--- config.mk ---
export PLATFORM = sky130hd
export DESIGN_NAME = phase_balance
export DESIGN_NICKNAME = d
export VERILOG_FILES = /design/src/rtl/cbal_pkg.sv /design/src/rtl/cbal_extrema.sv /design/src/rtl/cbal_adj_bank.sv /design/src/rtl/cbal_thr_sat.sv /design/src/rtl/phase_balance.sv
export SDC_FILE = /design/constraint.sdc
export NUM_CORES = 1
export LEC_CHECK = 0
export BUFFER_PORTS_ARGS = -buffer_cell sky130_fd_sc_hd__buf_4
export CELL_PAD_IN_SITES_DETAIL_PLACEMENT = 2
export CELL_PAD_IN_SITES_GLOBAL_PLACEMENT = 2
export CORE_ASPECT_RATIO = 0.6
export CORE_MARGIN = 1
export CORE_UTILIZATION = 35
export CTS_CLUSTER_SIZE = 20
export DETAILED_ROUTE_END_ITERATION = 8
export GPL_TIMING_DRIVEN = 0
export HOLD_SLACK_MARGIN = 0.05
export PLACE_DENSITY_LB_ADDON = 0.1
export SETUP_SLACK_MARGIN = 0.02
export SYNTH_ARGS = -nofsm -noshare
export SYNTH_HDL_FRONTEND = slang
export SYNTH_HIERARCHICAL = 1
export SYNTH_SLANG_ARGS = --single-unit
--- constraint.sdc ---
create_clock -name clk -period 25 [get_ports clk]
set_clock_uncertainty 0.05 [all_clocks]
set_input_delay 5 -clock clk [delete_from_list [all_inputs] [get_ports clk]]
set_output_delay 5 -clock clk [all_outputs]
set_load 0.01 [all_outputs]
--- src/rtl/cbal_pkg.sv ---
package cbal_pkg;

   function automatic int unsigned cbal_umin(input int unsigned a, input int unsigned b);
      return (a < b) ? a : b;
   endfunction

endpackage

--- src/rtl/cbal_extrema.sv ---
module cbal_extrema #(
   parameter int N     = 4,
   parameter int CUR_W = 12,
   parameter int IDX_W = 2,
   parameter int NA_W  = 3
) (
   input  logic [N-1:0][CUR_W-1:0] cur,
   input  logic [NA_W-1:0]         n_eff,
   output logic [IDX_W-1:0]        hi_idx,
   output logic [IDX_W-1:0]        lo_idx,
   output logic [CUR_W-1:0]        spread
);

   always_comb begin
      hi_idx = '0;
      lo_idx = '0;
      for (int i = 1; i < N; i++) begin
         if (NA_W'(i) < n_eff) begin
            if (cur[i] > cur[hi_idx]) hi_idx = IDX_W'(i);
            if (cur[i] < cur[lo_idx]) lo_idx = IDX_W'(i);
         end
      end
      spread = cur[hi_idx] - cur[lo_idx];
   end

endmodule

--- src/rtl/cbal_adj_bank.sv ---
module cbal_adj_bank #(
   parameter int N      = 4,
   parameter int ADJ_W  = 10,
   parameter int STEP_W = 8,
   parameter int IDX_W  = 2
) (
   input  logic                    clk,
   input  logic                    rst,
   input  logic                    xfer_en,
   input  logic [IDX_W-1:0]        hi_idx,
   input  logic [IDX_W-1:0]        lo_idx,
   input  logic [STEP_W-1:0]       step,
   output logic [N-1:0][ADJ_W-1:0] adj_q
);
   import cbal_pkg::*;

   localparam logic [ADJ_W-1:0] ADJ_MID = ADJ_W'(1) << (ADJ_W - 1);
   localparam logic [ADJ_W-1:0] ADJ_MAX = '1;
   localparam int               SUM_W   = ADJ_W + $clog2(N) + 1;

   logic [ADJ_W-1:0] amt;
   logic [SUM_W-1:0] adj_sum;

   always_comb begin
      int unsigned a;
      a   = cbal_umin(int'(step), int'(adj_q[hi_idx]));
      a   = cbal_umin(a, int'(ADJ_MAX - adj_q[lo_idx]));
      amt = ADJ_W'(a);
   end

   always_ff @(posedge clk) begin
      if (rst) begin
         for (int i = 0; i < N; i++) adj_q[i] <= ADJ_MID;
      end else if (xfer_en) begin
         adj_q[hi_idx] <= adj_q[hi_idx] - amt;
         adj_q[lo_idx] <= adj_q[lo_idx] + amt;
      end
   end

   always_comb begin
      adj_sum = '0;
      for (int i = 0; i < N; i++) adj_sum = adj_sum + SUM_W'(adj_q[i]);
   end


   sum_const_chk: assert property (@(posedge clk) disable iff (rst)
      1'b1 |=> (adj_sum == $past(adj_sum)));

   // R9 (also covers the hold cases of R6, R7, R8)
   hold_idle_chk: assert property (@(posedge clk) disable iff (rst)
      !xfer_en |=> $stable(adj_q));

endmodule

--- src/rtl/cbal_thr_sat.sv ---
module cbal_thr_sat #(
   parameter int THR_W = 12,
   parameter int ADJ_W = 10
) (
   input  logic [THR_W-1:0] base,
   input  logic [ADJ_W-1:0] adj,
   output logic [THR_W-1:0] thr
);

   logic [THR_W:0] wide;

   always_comb begin
      wide = {1'b0, base} + (THR_W + 1)'(adj);
      thr  = wide[THR_W] ? '1 : wide[THR_W-1:0];
   end

endmodule

--- src/rtl/phase_balance.sv ---
module phase_balance #(
   parameter int N_STAGES = 4,
   parameter int CUR_W    = 12,
   parameter int THR_W    = 12,
   parameter int ADJ_W    = 10,
   parameter int STEP_W   = 8
) (
   input  logic                         clk,
   input  logic                         rst,
   input  logic                         cur_valid,
   input  logic [N_STAGES*CUR_W-1:0]    cur_in,
   input  logic [THR_W-1:0]             base_thr,
   input  logic [$clog2(N_STAGES+1)-1:0] n_active,
   input  logic [STEP_W-1:0]            step,
   input  logic [CUR_W-1:0]             deadband,
   output logic [N_STAGES*THR_W-1:0]    thr_out
);

   localparam int NA_W  = $clog2(N_STAGES + 1);
   localparam int IDX_W = $clog2(N_STAGES);

   if (N_STAGES < 2 || N_STAGES > 16) begin : g_bad_stages
      $error("phase_balance: N_STAGES must lie in 2..16");
   end
   if (ADJ_W > THR_W) begin : g_bad_adj
      $error("phase_balance: ADJ_W may not exceed THR_W");
   end
   if (STEP_W > ADJ_W) begin : g_bad_step
      $error("phase_balance: STEP_W may not exceed ADJ_W");
   end

   logic [N_STAGES-1:0][CUR_W-1:0] cur_a;
   logic [N_STAGES-1:0][ADJ_W-1:0] adj_a;
   logic [N_STAGES-1:0][THR_W-1:0] thr_a;
   logic [NA_W-1:0]                n_eff;
   logic                           multi;
   logic [IDX_W-1:0]               hi_idx, lo_idx;
   logic [CUR_W-1:0]               spread;
   logic                           xfer_en;

   assign n_eff   = (n_active > NA_W'(N_STAGES)) ? NA_W'(N_STAGES) : n_active;
   assign multi   = (n_eff >= NA_W'(2));
   assign xfer_en = cur_valid && multi && (hi_idx != lo_idx) && (spread >= deadband);

   cbal_extrema #(
      .N(N_STAGES), .CUR_W(CUR_W), .IDX_W(IDX_W), .NA_W(NA_W)
   ) u_extrema (
      .cur(cur_a), .n_eff(n_eff), .hi_idx(hi_idx), .lo_idx(lo_idx), .spread(spread)
   );

   cbal_adj_bank #(
      .N(N_STAGES), .ADJ_W(ADJ_W), .STEP_W(STEP_W), .IDX_W(IDX_W)
   ) u_bank (
      .clk(clk), .rst(rst), .xfer_en(xfer_en), .hi_idx(hi_idx), .lo_idx(lo_idx),
      .step(step), .adj_q(adj_a)
   );

   for (genvar g = 0; g < N_STAGES; g++) begin : g_stage
      assign cur_a[g] = cur_in[g*CUR_W +: CUR_W];

      cbal_thr_sat #(.THR_W(THR_W), .ADJ_W(ADJ_W)) u_sat (
         .base(base_thr), .adj(adj_a[g]), .thr(thr_a[g])
      );

      assign thr_out[g*THR_W +: THR_W] = thr_a[g];


      thr_floor_chk: assert property (@(posedge clk) disable iff (rst)
         1'b1 |-> (thr_a[g] >= base_thr));
   end


   pick_active_chk: assert property (@(posedge clk) disable iff (rst)
      multi |-> ((NA_W'(hi_idx) < n_eff) && (NA_W'(lo_idx) < n_eff)));


   pick_order_chk: assert property (@(posedge clk) disable iff (rst)
      multi |-> (cur_a[hi_idx] >= cur_a[lo_idx]));

endmodule

==> results.py <==
metrics = {
    "pwr": {
        "irDropWorstVdd_uv": 31.5,
        "powerDensity_nw_per_um2": 93.3,
        "total_power_uw": 1010,
        "p_leak_uw": 0.00491,
    },
    "timing": {
        "grt_setup_unrepaired": "no",
        "final.period_utilization_pct": 77.6,
        "finalCriticalPeriod_ps": 19390,
        "tightest_slew_ps": 1050,
        "setup_viol": 0,
        "finalHoldViolCount": 0,
        "timing.fmax_ghz": 0.0516,
        "slew_headroom_pct": 29.3,
        "fin_setup_tns_ps": 0,
        "final-max-slew-violation-count": 0,
    },
    "placed_design": {
        "dp.cells": 1678,
        "io_buffers": 132,
        "dp_hpwl_um": 36900,
        "place.gp.congestion": 0.937,
    },
    "worst_setup_path": {
        "max_stage_delay_ps": 660,
        "worst_setup_path_end_kind": "flip-flop",
        "crit_arrival_ps": 19560,
        "cp_max_fo": 10,
        "r2r_start": "u_bank/adj_q[6]$_SDFFE_PP0P_",
        "rrSetupSlack_ps": 16800,
        "r2r_cells": 27,
        "critical_path_class": "in -> reg",
        "critPathMostFrequentCell": "ha_1",
        "rr_endpoint": "u_bank/adj_q[37]$_SDFFE_PP0P_",
        "start_kind": "input port",
        "cp.required_ps": 25170,
        "critPathSlowestCell": "mux4_2",
    },
    "clock_network": {
        "ctsResizeCount": 0,
        "htree_levels": 2,
        "clkSinkCount": 40,
        "cts_buffer_depth": 2,
        "numCtsBuffers": 5,
        "cts_root_buffer": "clkbuf_16",
        "postCtsSetupBuffers": 0,
        "insertion_delay_ps": 300,
        "path_clk_slew_ps": 70,
        "cts_tree": "yes",
        "ctsHoldBuffers": 0,
    },
    "flow_run": {
        "maxCapViolCount": 0,
    },
    "logic_synthesis": {
        "synthMuxAreaShare_pct": 11.0,
        "synth_top_family_by_area": "compound AO/OA/AOI/OAI gates",
        "postSynth.asyncResetShare_pct": 0,
        "synth_enable_flop_cells": 0,
        "ys_warn_count": 6,
        "synth_compound_area_share_pct": 28.1,
        "synth_seq_cells": 40,
        "synth_flop_cell": "dfxtp_1",
        "synth_adder_area_share_pct": 22.9,
        "yosysMostFrequentCell": "ha_1",
        "syn_area_um2": 9190,
        "yosysSeqAreaShare_pct": 8.71,
        "synth_top_area_share_pct": 21.4,
        "synth.largest_area_cell": "ha_1",
        "synth_common_cells": "ha_1, nand2_1, nor2_1",
        "synth_xor_xnor_area_share_pct": 4.86,
        "synth_area_leaders": "ha_1, dfxtp_1, a21oi_1, nand2_1, nor2_1",
        "synth_cell_types": 76,
        "synth_simple_gate_area_share_pct": 19.1,
        "syn_inst": 1192,
        "synth_area_per_cell_um2": 7.71,
    },
    "worst_hold_path": {
        "holdPathEnd": "u_bank/adj_q[15]$_SDFFE_PP0P_",
        "min_path_cells": 2,
        "hold_path.startpoint": "u_bank/adj_q[15]$_SDFFE_PP0P_",
        "worstHoldPathType": "reg -> reg",
    },
    "global_route": {
        "grt_max_degree": 17,
        "gr-total-overflow": 0,
        "track_usage_pct": 32.0,
        "use_met1_pct": 52.9,
        "grt-busiest-layer": "met1",
        "grt.met3_usage_pct": 8.19,
        "grt_pass1_vias": 10300,
        "grtUsageMet2_pct": 40.0,
        "antenna_found_initial": 1,
        "grt_first_pass_wirelength_um": 64700,
    },
    "cells_and_area": {
        "largest_register_ffs": 40,
        "nets": 1583,
        "drive_above_1_share_pct": 16.5,
        "instances_no_fill": 1687,
        "reg_top3": "u_bank/adj_q x40",
        "area_growth_pct": 17.3,
        "largest-register": "u_bank/adj_q",
        "fin_util_pct": 42.2,
    },
    "drt": {
        "drc": 0,
        "drt-pass1-iter-count": 5,
        "wl_um": 42900,
        "drtIter0Drc": 916,
        "via_per_inst": 6.11,
        "wire_per_inst_um": 25.4,
        "num_vias": 10300,
        "ant_nets": 0,
    },
    "floorplan": {
        "coreArea_um2": 25600,
        "io_pins": 134,
        "initial_core_util_pct": 36.0,
        "chipWidth_um": 211,
        "die_height_um": 128,
        "die_area_um2": 26900,
        "rows": 45,
    },
    "outcome": {
        "outcome": "completed",
    },
}
==> layout make-up <==
cell class                 count  area [µm²]
multi-input combinational   1039        7920
timing repair buffer         132         991
fill                        3058       14800
sequential                    40         801
tap                          352         440
inverter                      72         270
clock buffer                   8         146
antenna                        1        2.50
buffer                        43         210
==> critical path: cells and delay by family <==
family                     cells  cell delay (ps)
AOI/OAI and AO/OA             23             6160
buffers and inverters         11             2680
and+or+nand+nor               11             2100
adders and majority gates      6             1770
muxes                          3             1320
xor gates and xnor gates       1              480
==> metrics by stage <==
| step | setup slack [ps] | area (µm²) | hold WS, ps |
|---|---|---|---|
| after detailed placement | 5920 | 10600 | 500 |
| after global placement | 6340 | 10600 | 485 |
| after CTS | 6180 | 10800 | 511 |
| final | 5610 | 10800 | 513 |
| after global routing | 5040 | 10800 | 534 |
| after floorplan | 9930 | 9200 | 437 |
==> metal layers <==
metal | up-vias | part of all wire (%)
met5 | - | 0
met3 | 32 | 10
met2 | 435 | 35
li1 | 4698 | -
met1 | 5141 | 53
met4 | 0 | 1.0
==> power by group <==
group / internal, µW / switching, µW / leakage, µW / total, µW
combinational: 322 / 501 / 0.00452 / 823
clock: 40.0 / 29.6 / 0.0000712 / 69.5
sequential: 81.2 / 31.9 / 0.000324 / 113
==> placed cells by master, fill, tap and decap left out, types with 7 or more instances in the layout <==
cell      netlist  routed
ha_1          157     157
buf_4           0     132
nand2_1       118     118
nor2_1        115     115
a21oi_1        89      89
o21ai_0        81      81
inv_1          70      70
mux2i_1        41      41
dfxtp_1        40      40
a211oi_1       38      38
clkbuf_1       29      31
nand3_1        28      28
xnor2_1        28      28
xor2_1         23      23
a21o_1         23      23
nor2b_1        21      21
nand2b_1       21      21
nor3_1         16      16
and2_1         14      14
mux4_2         14      14
o21a_1         13      13
o22ai_1        13      13
a21boi_0       12      12
nand4_1        12      12
o211ai_1       10      10
o221ai_1        9       9
o21bai_1        9       9
mux2_2          9       9
a221oi_1        9       9
buf_2           8       8
fa_1            7       7
==> kinds of logic (layout without fill, tap and decap cells) <==
kind of cell	count (synthesis)	count (layout)
and+or+nand+nor	374	374
other	2	5
AOI/OAI and AO/OA	374	374
adders and majority gates	164	164
buffers and inverters	115	255
xor gates and xnor gates	51	51
muxes	72	72
DFF	40	40
==> worst max path at each step <==
stage | start | to | cells past startpoint
3_3_place_gp | cur_in[7] | u_bank/adj_q[37]$_SDFFE_PP0P_ | 54
3_5_place_dp | cur_in[7] | u_bank/adj_q[37]$_SDFFE_PP0P_ | 54
2_1_floorplan | cur_in[7] | u_bank/adj_q[19]$_SDFFE_PP1P_ | 54
4_1_cts | cur_in[7] | u_bank/adj_q[37]$_SDFFE_PP0P_ | 54
5_1_grt | cur_in[7] | u_bank/adj_q[37]$_SDFFE_PP0P_ | 55
6_report | cur_in[7] | u_bank/adj_q[37]$_SDFFE_PP0P_ | 55
No activity file was read; power rests on OpenSTA's default activity.
